--- config.mk ---
export PLATFORM = sky130hd
export DESIGN_NAME = snd_irq_status
export DESIGN_NICKNAME = d
export VERILOG_FILES = /design/src/rtl/snd_irq_pkg.sv /design/src/rtl/snd_sticky_flag.sv /design/src/rtl/snd_rx_hold.sv /design/src/rtl/snd_tx_hold.sv /design/src/rtl/snd_irq_status.sv
export SDC_FILE = /design/constraint.sdc
export NUM_CORES = 1
export LEC_CHECK = 0
export BUFFER_PORTS_ARGS = -buffer_cell sky130_fd_sc_hd__buf_4
export CAP_MARGIN = 40
export CELL_PAD_IN_SITES_DETAIL_PLACEMENT = 1
export CELL_PAD_IN_SITES_GLOBAL_PLACEMENT = 1
export CORE_MARGIN = 8
export CORE_UTILIZATION = 36
export CTS_CLUSTER_SIZE = 12
export DETAILED_ROUTE_END_ITERATION = 10
export MAX_ROUTING_LAYER = met4
export PLACE_DENSITY_LB_ADDON = 0.1
export SETUP_SLACK_MARGIN = 0.5
export SYNTH_ARGS = -nofsm -noshare
export SYNTH_HDL_FRONTEND = slang
export SYNTH_SLANG_ARGS = --single-unit
--- constraint.sdc ---
create_clock -name clk_i -period 2 [get_ports clk_i]
set_input_delay 0.6 -clock clk_i [delete_from_list [all_inputs] [get_ports clk_i]]
set_output_delay 0.6 -clock clk_i [all_outputs]
set_load 0.05 [all_outputs]
--- src/rtl/snd_irq_pkg.sv ---
package snd_irq_pkg;
  localparam int REG_W     = 16;
  localparam int ADDR_STAT = 0;
  localparam int ADDR_RXD  = 1;
  localparam int ADDR_TXD  = 2;
  localparam int ADDR_VLD  = 3;
  localparam int FLAG_N    = 3;
  // flag index: 0 underrun, 1 completion, 2 overrun
  localparam int IDX_UND   = 0;
  localparam int IDX_DONE  = 1;
  localparam int IDX_OVR   = 2;

  function automatic int flag_pos(input int idx);
    case (idx)
      IDX_UND:  return 1;
      IDX_DONE: return 8;
      default:  return 9;
    endcase
  endfunction

  function automatic logic [REG_W-1:0] flag_mask();
    logic [REG_W-1:0] m;
    m = '0;
    for (int i = 0; i < FLAG_N; i++) m[flag_pos(i)] = 1'b1;
    return m;
  endfunction
endpackage

--- src/rtl/snd_sticky_flag.sv ---
module snd_sticky_flag (
  input  logic clk_i,
  input  logic rst_ni,
  input  logic set_i,
  input  logic clr_i,
  output logic q_o
);
  logic q_q;

  always_ff @(posedge clk_i or negedge rst_ni) begin
    if (!rst_ni)       q_q <= 1'b0;
    else if (set_i)    q_q <= 1'b1; // set beats clear
    else if (clr_i)    q_q <= 1'b0;
  end

  assign q_o = q_q;
endmodule

--- src/rtl/snd_rx_hold.sv ---
module snd_rx_hold #(
  parameter int SAMPLE_W = 16
) (
  input  logic                clk_i,
  input  logic                rst_ni,
  input  logic                arrive_i,
  input  logic [SAMPLE_W-1:0] data_i,
  input  logic                pop_i,
  output logic                valid_o,
  output logic [SAMPLE_W-1:0] data_o,
  output logic                overrun_o
);
  logic                vld_q;
  logic [SAMPLE_W-1:0] dat_q;

  always_ff @(posedge clk_i or negedge rst_ni) begin
    if (!rst_ni) begin
      vld_q <= 1'b0;
      dat_q <= '0;
    end else begin
      if (arrive_i) begin
        vld_q <= 1'b1;
        dat_q <= data_i; // overwrite held sample
      end else if (pop_i) begin
        vld_q <= 1'b0;
      end
    end
  end

  // same-cycle pop means the held sample was read, not lost
  assign overrun_o = arrive_i & vld_q & ~pop_i;
  assign valid_o   = vld_q;
  assign data_o    = dat_q;
endmodule

--- src/rtl/snd_tx_hold.sv ---
module snd_tx_hold #(
  parameter int SAMPLE_W = 16
) (
  input  logic                clk_i,
  input  logic                rst_ni,
  input  logic                load_i,
  input  logic [SAMPLE_W-1:0] data_i,
  input  logic                take_i,
  input  logic                en_i,
  output logic                valid_o,
  output logic [SAMPLE_W-1:0] data_o,
  output logic                armed_o,
  output logic                underrun_o
);
  logic                vld_q;
  logic                arm_q;
  logic [SAMPLE_W-1:0] dat_q;

  always_ff @(posedge clk_i or negedge rst_ni) begin
    if (!rst_ni) begin
      vld_q <= 1'b0;
      dat_q <= '0;
    end else begin
      if (load_i) begin
        vld_q <= 1'b1;
        dat_q <= data_i;
      end else if (take_i) begin
        vld_q <= 1'b0;
      end
    end
  end

  always_ff @(posedge clk_i or negedge rst_ni) begin
    if (!rst_ni) arm_q <= 1'b0;
    else         arm_q <= en_i & (arm_q | vld_q);
  end

  assign underrun_o = take_i & ~vld_q & arm_q;
  assign valid_o    = vld_q;
  assign data_o     = dat_q;
  assign armed_o    = arm_q;
endmodule

--- src/rtl/snd_irq_status.sv ---
module snd_irq_status
  import snd_irq_pkg::*;
#(
  parameter int SAMPLE_W = 16,
  parameter int ADDR_W   = 2
) (
  input  logic                clk_i,
  input  logic                rst_ni,
  input  logic                adc_strobe_i,
  input  logic [SAMPLE_W-1:0] adc_data_i,
  input  logic                dma_rx_wr_i,
  input  logic                dac_take_i,
  input  logic                tx_en_i,
  output logic [SAMPLE_W-1:0] dac_data_o,
  input  logic [ADDR_W-1:0]   bus_addr_i,
  input  logic                bus_we_i,
  input  logic                bus_re_i,
  input  logic [REG_W-1:0]    bus_wdata_i,
  output logic [REG_W-1:0]    bus_rdata_o,
  output logic                irq_o
);
  localparam logic [ADDR_W-1:0] A_STAT = ADDR_W'(ADDR_STAT);
  localparam logic [ADDR_W-1:0] A_RXD  = ADDR_W'(ADDR_RXD);
  localparam logic [ADDR_W-1:0] A_TXD  = ADDR_W'(ADDR_TXD);
  localparam logic [ADDR_W-1:0] A_VLD  = ADDR_W'(ADDR_VLD);

  logic                wr_stat, wr_txd, rd_rxd;
  logic                rx_vld, tx_vld, und_arm;
  logic                ovr_evt, und_evt;
  logic [SAMPLE_W-1:0] rx_data;
  logic [FLAG_N-1:0]   flag_set, flag_clr, flag_q;
  logic [REG_W-1:0]    stat_word;

  assign wr_stat = bus_we_i & (bus_addr_i == A_STAT);
  assign wr_txd  = bus_we_i & (bus_addr_i == A_TXD);
  assign rd_rxd  = bus_re_i & (bus_addr_i == A_RXD);

  snd_rx_hold #(.SAMPLE_W(SAMPLE_W)) u_rx (
    .clk_i     (clk_i),
    .rst_ni    (rst_ni),
    .arrive_i  (adc_strobe_i),
    .data_i    (adc_data_i),
    .pop_i     (rd_rxd),
    .valid_o   (rx_vld),
    .data_o    (rx_data),
    .overrun_o (ovr_evt)
  );

  snd_tx_hold #(.SAMPLE_W(SAMPLE_W)) u_tx (
    .clk_i      (clk_i),
    .rst_ni     (rst_ni),
    .load_i     (wr_txd),
    .data_i     (bus_wdata_i[SAMPLE_W-1:0]),
    .take_i     (dac_take_i),
    .en_i       (tx_en_i),
    .valid_o    (tx_vld),
    .data_o     (dac_data_o),
    .armed_o    (und_arm),
    .underrun_o (und_evt)
  );

  always_comb begin
    flag_set           = '0;
    flag_set[IDX_UND]  = und_evt;
    flag_set[IDX_DONE] = dma_rx_wr_i;
    flag_set[IDX_OVR]  = ovr_evt;
  end

  for (genvar g = 0; g < FLAG_N; g++) begin : g_flag
    assign flag_clr[g] = wr_stat & bus_wdata_i[flag_pos(g)];
    snd_sticky_flag u_flag (
      .clk_i  (clk_i),
      .rst_ni (rst_ni),
      .set_i  (flag_set[g]),
      .clr_i  (flag_clr[g]),
      .q_o    (flag_q[g])
    );
  end

  always_comb begin
    stat_word = '0;
    for (int i = 0; i < FLAG_N; i++) stat_word[flag_pos(i)] = flag_q[i];
  end

  always_comb begin
    bus_rdata_o = '0;
    case (bus_addr_i)
      A_STAT:  bus_rdata_o = stat_word;
      A_RXD:   bus_rdata_o = REG_W'(rx_data);
      A_VLD:   bus_rdata_o = REG_W'({tx_vld, rx_vld});
      default: bus_rdata_o = '0;
    endcase
  end

  assign irq_o = |flag_q;
endmodule

# After elaboration in Yosys (flattened, before gate mapping)
# Cells that the tools add are included.
classes:
  eq_ne: 3
  muxes: 11
  n_bitwise: 14
  reduce_logical: 7
ops:
  columns: ["op", "count"]
  rows:
  - ["16-bit one-hot mux with 3 select lines", 1]
  - ["1-bit AND", 11]
  - ["1-bit two-way mux", 10]
  - ["2-bit nonzero test", 5]
  - ["2-bit == test, second input constant", 2]
  - ["3-bit OR reduction", 1]
  - ["2-bit by 1-bit == test with 1-bit output, second input constant", 1]
  - ["2-bit zero test", 1]
  - ["1-bit inverter", 2]
  - ["1-bit bitwise OR", 1]
totals:
  regBits: 38
  in_bits: 42
  out_inout_bits: 33
  word_cells: 43

# Depth between registers and ports, before layout
# Gate-level depths: netlist of run 1.
logic_depth:
  ltp_word: 5
  ltp_mapped: 4
  depth_no_buf: 2

# By module
# From an unflattened synthesis of run 1, not the netlist that was laid out.
hier_totals:
  hier_cells: 120
  hier_area_um2: 1762.9
by_module_without_submodules:
  columns: ["module", "instances", "cells_each", "area_each_um2", "seq_area_each_um2"]
  rows:
  - ["snd_tx_hold", 1, 41, 723.2, 450.4]
  - ["snd_rx_hold", 1, 38, 686.9, 425.4]
  - ["snd_irq_status", 1, 32, 244.0, 0.0]
  - ["snd_sticky_flag", 3, 3, 36.3, 25.0]

# Least setup slack after synthesis of run 1
# Ideal clock, no wire load.
synth_timing:
  path_type: "input -> output"
  start: "input port bus_addr_i[0]"
  end: "output port bus_rdata_o[1]"
  t_arrival_ns: 1.947
  required_time_ns: 1.400
  setup_slack_ns: -0.547
  cell_stages: 3
  path_buffers: 1
  path_cell_list: "buf_4 mux2i_1 o21ai_0"
synth_via:
  elab_chain_cells: 2
  word_cells_on_any_way: 4
  classes_between: "eq/ne: 2; mux: 1; reduce/logical: 1"
synth_lines:
  columns: ["element", "line_no", "text"]
  rows:
  - ["start: declaration", "snd_irq_status.sv:15", "input logic [ADDR_W-1:0] bus_addr_i,"]
  - ["2-bit == test, or another cell as far along", "snd_irq_status.sv:87", "case (bus_addr_i)"]
  - ["16-bit one-hot mux with 3 select lines (*)", "snd_irq_status.sv:87", null]
  - ["end: declaration", "snd_irq_status.sv:19", "output logic [REG_W-1:0] bus_rdata_o,"]
# Every way passes the cells marked *; elsewhere a longest branch is shown, timed or not.

# Worst setup path after layout of run 1
layout_timing:
  start: "input port bus_addr_i[0]"
  end: "output port bus_rdata_o[3]"
# Same word-level chain as after synthesis.

==> results.yml, run 1 <==
timing:
  rsz0062_at_grt: "yes"
  timing_max_transition_violations_final: 0
  tightest_slew_ns: 0.4785
  final_period_demand_of_the_worst_path_ns: 1.905
  timing.final.setup_violations: 0
  relSlewSlack_pct: 68.10
  final_min_period_over_clock_period_pct: 95.25
  hold_violations: 0
  totalNegativeSetupSlack_ns: 0
  max_clock_freq_ghz: 0.5249
  fin_skew_ns: 0.0005118
synthesis:
  commonest_cells_post_synth: "38 x dfrtp_1, 23 x mux2_2, 12 x and2_1"
  syn-instance-count: 111
  count_of_flip_flops_with_a_built_in_enable_after_synthesis: 0
  ys_ff_latch: 38
  synth_area_leader_cell: "dfrtp_1"
  post_synth_main_area_contributors: "dfrtp_1 58%, mux2_2 16%, mux2_4 8.2%"
  synth-seq-area-share_pct: 57.66
  synth-main-ff-cell: "dfrtp_1"
  yosysTopAreaCellShare_pct: 57.66
  syn-num-nets: 153
  yosysWarningCount: 0
  synth_cell_types: 22
  post-synth-top-count-cell: "dfrtp_1"
  syn_avg_cell_area_sq_um: 14.86
  area_of_the_mapped_netlist_sq_mm: 0.001649
  async_reset_ff_share_pct: 100.0
die:
  fp.dieH_um: 83.68
  top_level_ports: 75
  floorplan.core_area_sq_mm: 0.004384
  floorplan.rows: 24
  floorplan.die.width_um: 83.68
  floorplan.initialDensity_pct: 37.61
  floorplan.die_area_sq_mm: 0.007002
global_routing:
  overflow: 0
  grt_util_all_layers_pct: 13.88
  grt_use_met3_pct: 5.566
  grt_first_pass_wirelength_mm: 7.562
  use_met1_pct: 15.00
  antenna_violations_before_repair: 0
  vias_in_the_first_global_route: 1405
  grt_start_max_net_pins: 39
  grt_most_used_layer: "met2"
  global_route.usage.met2_pct: 23.02
worst_setup_path:
  critical_path.endpoint_type: "output port"
  cp-startpoint: "bus_addr_i[0]"
  cp-start-kind: "primary input"
  crit_path_cell_trace: "buf_12, nor2b_4, buf_6, and2_4, buf_8"
  timing.critical_path.buf_inv: 3
  worst-endpoint-required_ns: 1.40
  critical_path_peak_fanout: 8
  cp_data_arrival_time_ns: 1.31
  critical-path-slowest-cell: "nor2b_4"
  cpPeakStageDelay_ns: 0.17
  crit_family: "buffers and inverters"
  crit_type: "primary input to output port"
  timing.rr.start: "u_tx.valid_o$_DFFE_PN0P_"
pwr:
  power.density_mw_per_mm2: 859.4
  leakage_nw: 1.253
  ir_worst_vdd_v: 0.0005045
clock_network:
  cts_tree: "yes"
  cts.clk_slew.worst_paths_ns: 0.07
  cts_inserted_buffers: 5
  cts.sinks: 38
  cts_root_buf: "clkbuf_8"
  htree_num_levels: 2
  cts-root-to-sink-buffers: 2
  clock_latency_ns: 0.28
route:
  via_per_inst: 4.865
  drt-pass1-iter-count: 4
  drt-initial-drc-count: 21
  number_of_routed_nets_with_antenna_violations: 0
  num_vias: 1192
  drc: 0
  drt_wl_total_mm: 4.523
  routed_wire_length_per_instance_um: 18.46
cells_and_area:
  antenna_cells_inserted: 0
  layout-area-overhead-vs-synth_pct: 59.10
  fillCellCount: 434
  fraction_of_final_layout_cells_with_drive_strength_greater_than_1_pct: 72.54
  final_util_pct: 59.85
  finish.net_count: 234
  postLayoutCellArea_sq_mm: 0.002624
placed_design:
  port_buffers: 74
  finalWeightedCongestion: 0.7137
  placed_area_sq_mm: 0.002311
  detailed_place_hpwl_mm: 3.361
worst_hold_path:
  worstHoldPathType: "primary input to async pin"
flow_run:
  cap_viol_max_count: 0
outcome:
  result_of_the_run: "finished clean"
-- report_power, final --
group / total, W / switching, W / internal [W] / leakage, nW
clock network: 0.000527 / 0.000249 / 0.000278 / 0.0482
registers: 0.000942 / 0.0000672 / 0.000874 / 0.442
logic: 0.000786 / 0.000443 / 0.000343 / 0.763
total: 0.00225 / 0.000759 / 0.00150 / 1.25
-- kinds of logic after synthesis --
family | synth area share, %
compound gates | 3.187
buf+inv | 2.503
mux | 26.33
flops | 57.66
simple gates | 10.32
-- state kept, by name (all words and copies together) (netlist names) --
signal,count
u_tx.armed_o,1
u_tx.valid_o,1
u_rx.data_o,16
u_tx.data_o,16
u_rx.valid_o,1
g_flag.u_flag.q_o,3
-- per-stage QoR --
step | total power, W | hold slack [ns] | worst slack (ns) | cells
after floorplan | 0.001429 | 0.3044 | 0.1855 | 111
after global placement | 0.001661 | 0.4728 | -0.06908 | 232
after detailed placement | 0.001684 | 0.4855 | -0.1212 | 232
after CTS | 0.002271 | 0.2846 | 0.1237 | 244
after global routing | 0.002361 | 0.2957 | 0.06161 | 245
final | 0.002255 | 0.2810 | 0.09490 | 245
-- repair_timing --
item                       CTS  global route
pin swaps                    2             2
resized for setup           42             6
hold buffers                 0             0
buffers inserted             4             1
setup endpoints to repair   17            21
-- worst paths after layout --
path                                                         end  slack [ns]  cells past startpoint
worst max-delay path                              bus_rdata_o[3]        0.09                      5
worst min-delay path                  u_tx.data_o[3]$_DFFE_PN0P_        0.28                      1
worst max register to register  g_flag[0].u_flag.q_o$_DFFE_PN0P_        1.20                      2
worst min register to register            u_tx.armed_o$_DFF_PN0_        0.50                      1
max in group asynchronous             u_tx.data_o[5]$_DFFE_PN0P_        1.39                      1
min in group clk_i              g_flag[1].u_flag.q_o$_DFFE_PN0P_        0.49                      2
-- cells in the final DEF (no fill, tap or decap), types with 3 or more instances in the layout --
cell and instances:
buf_6 7, mux2_4 9, clkbuf_8 6, and2_4 12, buf_4 56, mux2i_1 3
dfrtp_1 38, nand4bb_1 3, buf_8 15, mux2_2 23
-- final cells by class --
class	count	area (sq um)	share of cell area, %
clock buffers	7	86.33	3.290
clock inverters	1	5.005	0.1907
well taps	52	65.06	2.480
multi-input cells	66	748.2	28.52
repair buffers	80	764.5	29.14
flip-flops and latches	38	950.9	36.24
inverters	1	3.754	0.1431
-- per-layer routing --
metal | wire length, um | vias up
met2 | 2417 | 41
met5 | 0 | -
met4 | 44 | 0
li1 | - | 548
met3 | 293 | 4
met1 | 1767 | 599
(Power assumes the default switching activity.)
==> inputs of run 2 (changes only) <==
--- a/config.mk
+++ b/config.mk
@@ -9,7 +9,6 @@
 export CAP_MARGIN = 40
 export CELL_PAD_IN_SITES_DETAIL_PLACEMENT = 1
 export CELL_PAD_IN_SITES_GLOBAL_PLACEMENT = 1
-export CORE_MARGIN = 8
 export CORE_UTILIZATION = 36
 export CTS_CLUSTER_SIZE = 12
 export DETAILED_ROUTE_END_ITERATION = 10
@@ -19,3 +18,4 @@
 export SYNTH_ARGS = -nofsm -noshare
 export SYNTH_HDL_FRONTEND = slang
 export SYNTH_SLANG_ARGS = --single-unit
+export TNS_END_PERCENT = 20
==> results.yml, run 2 (synthesized netlist as in run 1, its figures left out) <==
pwr:
  leakage_nw: 1.223
  fin_total_pwr_w: 0.002302
  ir_worst_vdd_v: 0.0004871
  power.density_mw_per_mm2: 910.2
timing:
  hold_violations: 0
  timing.final.setup_violations: 0
  final_period_demand_of_the_worst_path_ns: 1.899
  max_clock_freq_ghz: 0.5265
  postLayoutSetupSlackWorst_ns: 0.1005
  relSlewSlack_pct: 67.25
  fin_skew_ns: 0.0006022
  final_min_period_over_clock_period_pct: 94.97
  timing_max_transition_violations_final: 0
  rsz0062_at_grt: "yes"
  tightest_slew_ns: 0.4913
clock_network:
  cts-root-to-sink-buffers: 2
  cts_inserted_buffers: 5
  clock_latency_ns: 0.28
  cts.sinks: 38
  htree_num_levels: 2
  cts_root_buf: "clkbuf_8"
  cts.clk_slew.worst_paths_ns: 0.08
  cts_tree: "yes"
  holdBufCountCts: 0
route:
  routed_wire_length_per_instance_um: 16.64
  drc: 0
  drt-initial-drc-count: 81
  drt_wl_total_mm: 4.028
  via_per_inst: 4.860
  drt-pass1-iter-count: 3
  number_of_routed_nets_with_antenna_violations: 0
  num_vias: 1176
worst_setup_path:
  crit_path_cell_trace: "buf_6, nor2b_4, buf_12, and2_4, buf_8"
  timing.rr.start: "u_tx.valid_o$_DFFE_PN0P_"
  cp_data_arrival_time_ns: 1.30
  worst-endpoint-required_ns: 1.40
  critical_path.endpoint_type: "output port"
  crit_type: "primary input to output port"
  cp-startpoint: "bus_addr_i[0]"
  critical-path-slowest-cell: "nor2b_4"
  critical_path_peak_fanout: 12
  cp-start-kind: "primary input"
  cpPeakStageDelay_ns: 0.16
global_routing:
  grt_util_all_layers_pct: 18.36
  grt_first_pass_wirelength_mm: 6.617
  grt_start_max_net_pins: 39
  vias_in_the_first_global_route: 1324
  antenna_violations_before_repair: 0
  overflow: 0
outcome:
  result_of_the_run: "finished clean"
placed_design:
  port_buffers: 74
  placement.setup.worst_slack_ns: -0.09218
  detailed_place_hpwl_mm: 2.968
  finalWeightedCongestion: 0.7093
cells_and_area:
  fraction_of_final_layout_cells_with_drive_strength_greater_than_1_pct: 71.05
  finish.net_count: 231
  final_util_pct: 57.68
  multi_input_comb_area_sq_um: 725.7
  layout_common_cells: "62 x buf_4, 38 x dfrtp_1, 23 x mux2_2"
  layout.cells.most_common: "buf_4"
  antenna_cells_inserted: 0
  fillCellCount: 448
  layout-area-overhead-vs-synth_pct: 53.34
  regArea_sq_um: 950.9
die:
  fp.dieH_um: 69.68
  floorplan.die_area_sq_mm: 0.004855
  floorplan.initialDensity_pct: 37.61
  floorplan.core_area_sq_mm: 0.004384
  top_level_ports: 75
  floorplan.rows: 24
  floorplan.die.width_um: 69.68
flow_run:
  cap_viol_max_count: 0
worst_hold_path:
  worstHoldPathType: "primary input to async pin"
==> run 2: cell count changes in the layout (fill, tap and decap cells not counted), sizes merged <==
| cell | before | now |
|---|---|---|
| clkinv | 1 | 0 |
| clkbuf | 7 | 8 |
| buf | 80 | 77 |
==> run 2: routing by layer <==
| layer | vias to the layer above | wire [um] | GRT usage (%) |
|---|---|---|---|
| met5 | - | 0 | - |
| met4 | 0 | 36 | 4.667 |
| met3 | 5 | 209 | 5.233 |
| met2 | 42 | 2110 | 31.07 |
| met1 | 587 | 1672 | 21.58 |
| li1 | 542 | - | - |
==> run 2: worst max-delay path, delay by kind of cell <==
family | cells | cell delay [ns]
and+or+nand+nor | 2 | 0.31
buffers and inverters | 3 | 0.38
==> run 2: final timing paths <==
check                      slack (ns)                          endpoint  depth (start not counted)
min in group clk_i               0.50  g_flag[1].u_flag.q_o$_DFFE_PN0P_                          1
min                              0.27        u_tx.data_o[2]$_DFFE_PN0P_                          1
max                              0.10                   bus_rdata_o[14]                          5
max reg2reg                      1.19  g_flag[0].u_flag.q_o$_DFFE_PN0P_                          2
min reg2reg                      0.50  g_flag[1].u_flag.q_o$_DFFE_PN0P_                          1
max in group asynchronous        1.38        u_rx.data_o[0]$_DFFE_PN0P_                          1
==> run 2: cell type report <==
type	count	area share, %
clock buffers	8	4.354
inverters	1	0.1484
multi-input cells	66	28.70
flip-flops and latches	38	37.61
well taps	52	2.573
repair buffers	77	26.62
==> run 2: timing repair <==
item | in CTS | in global routing
gates resized for setup | 20 | 4
endpoints found under the hold margin | 0 | 0
setup buffers | 1 | 0
setup endpoints to repair | 17 | 29
==> run 2: power breakdown <==
| group | internal, W | switching [W] | total (W) | leakage (nW) |
|---|---|---|---|---|
| clock | 0.000348 | 0.000268 | 0.000616 | 0.0575 |
| sequential | 0.000874 | 0.0000631 | 0.000937 | 0.442 |
| combinational | 0.000314 | 0.000435 | 0.000749 | 0.723 |
| total | 0.00154 | 0.000765 | 0.00230 | 1.22 |
==> run 2: stage by stage <==
stage | instances | cell area [sq um] | hold WS, ns | setup TNS, ns
2_1_floorplan | 111 | 1743 | 0.3044 | 0
3_3_place_gp | 233 | 2313 | 0.4732 | -0.3226
3_5_place_dp | 233 | 2313 | 0.4844 | -0.9827
4_1_cts | 242 | 2514 | 0.2895 | 0
5_1_grt | 242 | 2529 | 0.3025 | 0
6_report | 242 | 2529 | 0.2681 | 0
==> inputs of run 3 (changes only) <==
--- a/config.mk
+++ b/config.mk
@@ -14,6 +14,7 @@
 export DETAILED_ROUTE_END_ITERATION = 10
 export MAX_ROUTING_LAYER = met4
 export PLACE_DENSITY_LB_ADDON = 0.1
+export RECOVER_POWER = 25
 export SETUP_SLACK_MARGIN = 0.5
 export SYNTH_ARGS = -nofsm -noshare
 export SYNTH_HDL_FRONTEND = slang
==> results.yml, run 3 (synthesized netlist as in run 1, its figures left out) <==
die:
  top_level_ports: 75
  floorplan.core_area_sq_mm: 0.004384
  floorplan.die_area_sq_mm: 0.004855
  fp.dieH_um: 69.68
  floorplan.die.width_um: 69.68
  floorplan.rows: 24
  floorplan.initialDensity_pct: 37.61
pwr:
  fin_total_pwr_w: 0.002301
  seq_power_share_pct: 40.7
  ir_worst_vdd_v: 0.0004871
  power.density_mw_per_mm2: 910.9
  intPower_w: 0.001536
  clockPowerShare_pct: 26.8
  netSwitchingPower_w: 0.0007654
  leakage_nw: 1.222
  net_switching_fraction_of_the_power_pct: 33.26
  combinationalPowerShare_pct: 32.5
cells_and_area:
  layout.cells.most_common: "buf_4"
  layout-area-overhead-vs-synth_pct: 53.19
  antenna_cells_inserted: 0
  layout_common_cells: "61 x buf_4, 38 x dfrtp_1, 23 x mux2_2"
  fraction_of_final_layout_cells_with_drive_strength_greater_than_1_pct: 71.05
  layout.cells.non_filler: 242
  regArea_sq_um: 950.9
  finish.net_count: 231
  fillCellCount: 448
  final_util_pct: 57.62
  multi_input_comb_area_sq_um: 725.7
placed_design:
  placed_cells_incl_taps: 233
  placement.setup.worst_slack_ns: -0.09218
  finalWeightedCongestion: 0.7093
  port_buffers: 74
  detailed_place_hpwl_mm: 2.968
worst_setup_path:
  timing.rr.start: "u_tx.valid_o$_DFFE_PN0P_"
  cp_data_arrival_time_ns: 1.30
  crit_type: "primary input to output port"
  cp-start-kind: "primary input"
  critical_path_peak_fanout: 12
  r2r_cells: 2
  worst-endpoint-required_ns: 1.40
  r2r_setup_slack_ns: 1.19
  worstReg2RegEnd: "g_flag[0].u_flag.q_o$_DFFE_PN0P_"
  critical_path.endpoint_type: "output port"
timing:
  max_clock_freq_ghz: 0.5265
  timing.final.setup_violations: 0
  hold_violations: 0
  final_period_demand_of_the_worst_path_ns: 1.899
  tightest_slew_ns: 0.9586
  timing_max_transition_violations_final: 0
  final.hold.worst_slack_ns: 0.4497
  fin_skew_ns: 0.0006022
  final_min_period_over_clock_period_pct: 94.97
  postLayoutSetupSlackWorst_ns: 0.1005
  rsz0062_at_grt: "yes"
  relSlewSlack_pct: 36.09
clock_network:
  cts-root-to-sink-buffers: 2
  htree_num_levels: 2
  cts_root_buf: "clkbuf_8"
  holdBufCountCts: 0
  cts_tree: "yes"
  cts.sinks: 38
  cts.clk_slew.worst_paths_ns: 0.08
  clock_latency_ns: 0.28
  cts_inserted_buffers: 5
global_routing:
  grt_util_all_layers_pct: 18.36
  overflow: 0
  grt_start_max_net_pins: 39
  grt_first_pass_wirelength_mm: 6.617
  antenna_violations_before_repair: 0
  vias_in_the_first_global_route: 1324
outcome:
  result_of_the_run: "finished clean"
route:
  drt-pass1-iter-count: 3
  num_vias: 1176
  number_of_routed_nets_with_antenna_violations: 0
  drt-initial-drc-count: 81
  drt_wl_total_mm: 4.026
  drc: 0
  via_per_inst: 4.860
  routed_wire_length_per_instance_um: 16.64
worst_hold_path:
  worstHoldPathType: "primary input to async pin"
flow_run:
  cap_viol_max_count: 0
-- run 3: cell types whose count changed in the layout (fill, tap and decap cells not counted), sizes merged --
cell and delta:
buf -1, clkbuf +1
-- run 3: power groups by stage --
stage,Clock (W),Combinational (W),Sequential [W]
4_1_cts,0.000633,0.000754,0.000938
2_1_floorplan,0,0.000273,0.00115
5_1_grt,0.000668,0.000784,0.000953
3_3_place_gp,0,0.000714,0.000941
3_5_place_dp,0,0.000731,0.000951
6_report,0.000616,0.000748,0.000937
-- run 3: layout make-up --
class                   instances  share of cell area [%]
repair buffers                 77                   26.55
flip-flops and latches         38                   37.64
inverters                       1                  0.1486
well taps                      52                   2.576
clock buffers                   8                   4.359
multi-input cells              66                   28.73
-- run 3: per-layer routing --
layer | GRT usage (%) | vias up | share of wire, %
li1 | - | 542 | -
met1 | 21.58 | 587 | 42
met2 | 31.07 | 42 | 52
met3 | 5.233 | 5 | 5.2
met4 | 4.667 | 0 | 0.89
met5 | - | - | 0
-- run 3: worst max-delay path, cell delays in order --
cell and delay (ns):
buf_6 0.11, nor2b_4 0.16, buf_12 0.13, and2_4 0.15, buf_8 0.14
-- run 3: worst max-delay path by stage --
stage	startpoint	endpoint	slack, ns	depth (start not counted)
3_3_place_gp	bus_addr_i[0]	bus_rdata_o[6]	-0.03	4
5_1_grt	bus_addr_i[0]	bus_rdata_o[10]	0.08	5
4_1_cts	bus_addr_i[0]	bus_rdata_o[14]	0.1	5
6_report	bus_addr_i[0]	bus_rdata_o[14]	0.10	5
3_5_place_dp	bus_addr_i[0]	bus_rdata_o[14]	-0.09	4
2_1_floorplan	bus_addr_i[0]	bus_rdata_o[10]	0.19	4
-- run 3: per-stage QoR --
stage | setup TNS, ns | area, sq um
floorplan | 0 | 1743
global placement | -0.3226 | 2313
detailed placement | -0.9827 | 2313
CTS | 0 | 2514
global route | 0 | 2526
finish | 0 | 2526
-- run 3: repair_timing --
action / CTS / global route
setup buffers: 1 / 0
pin swaps: 0 / 0
setup endpoints to repair: 17 / 29
gates resized for setup: 20 / 4
cloned: 0 / 0
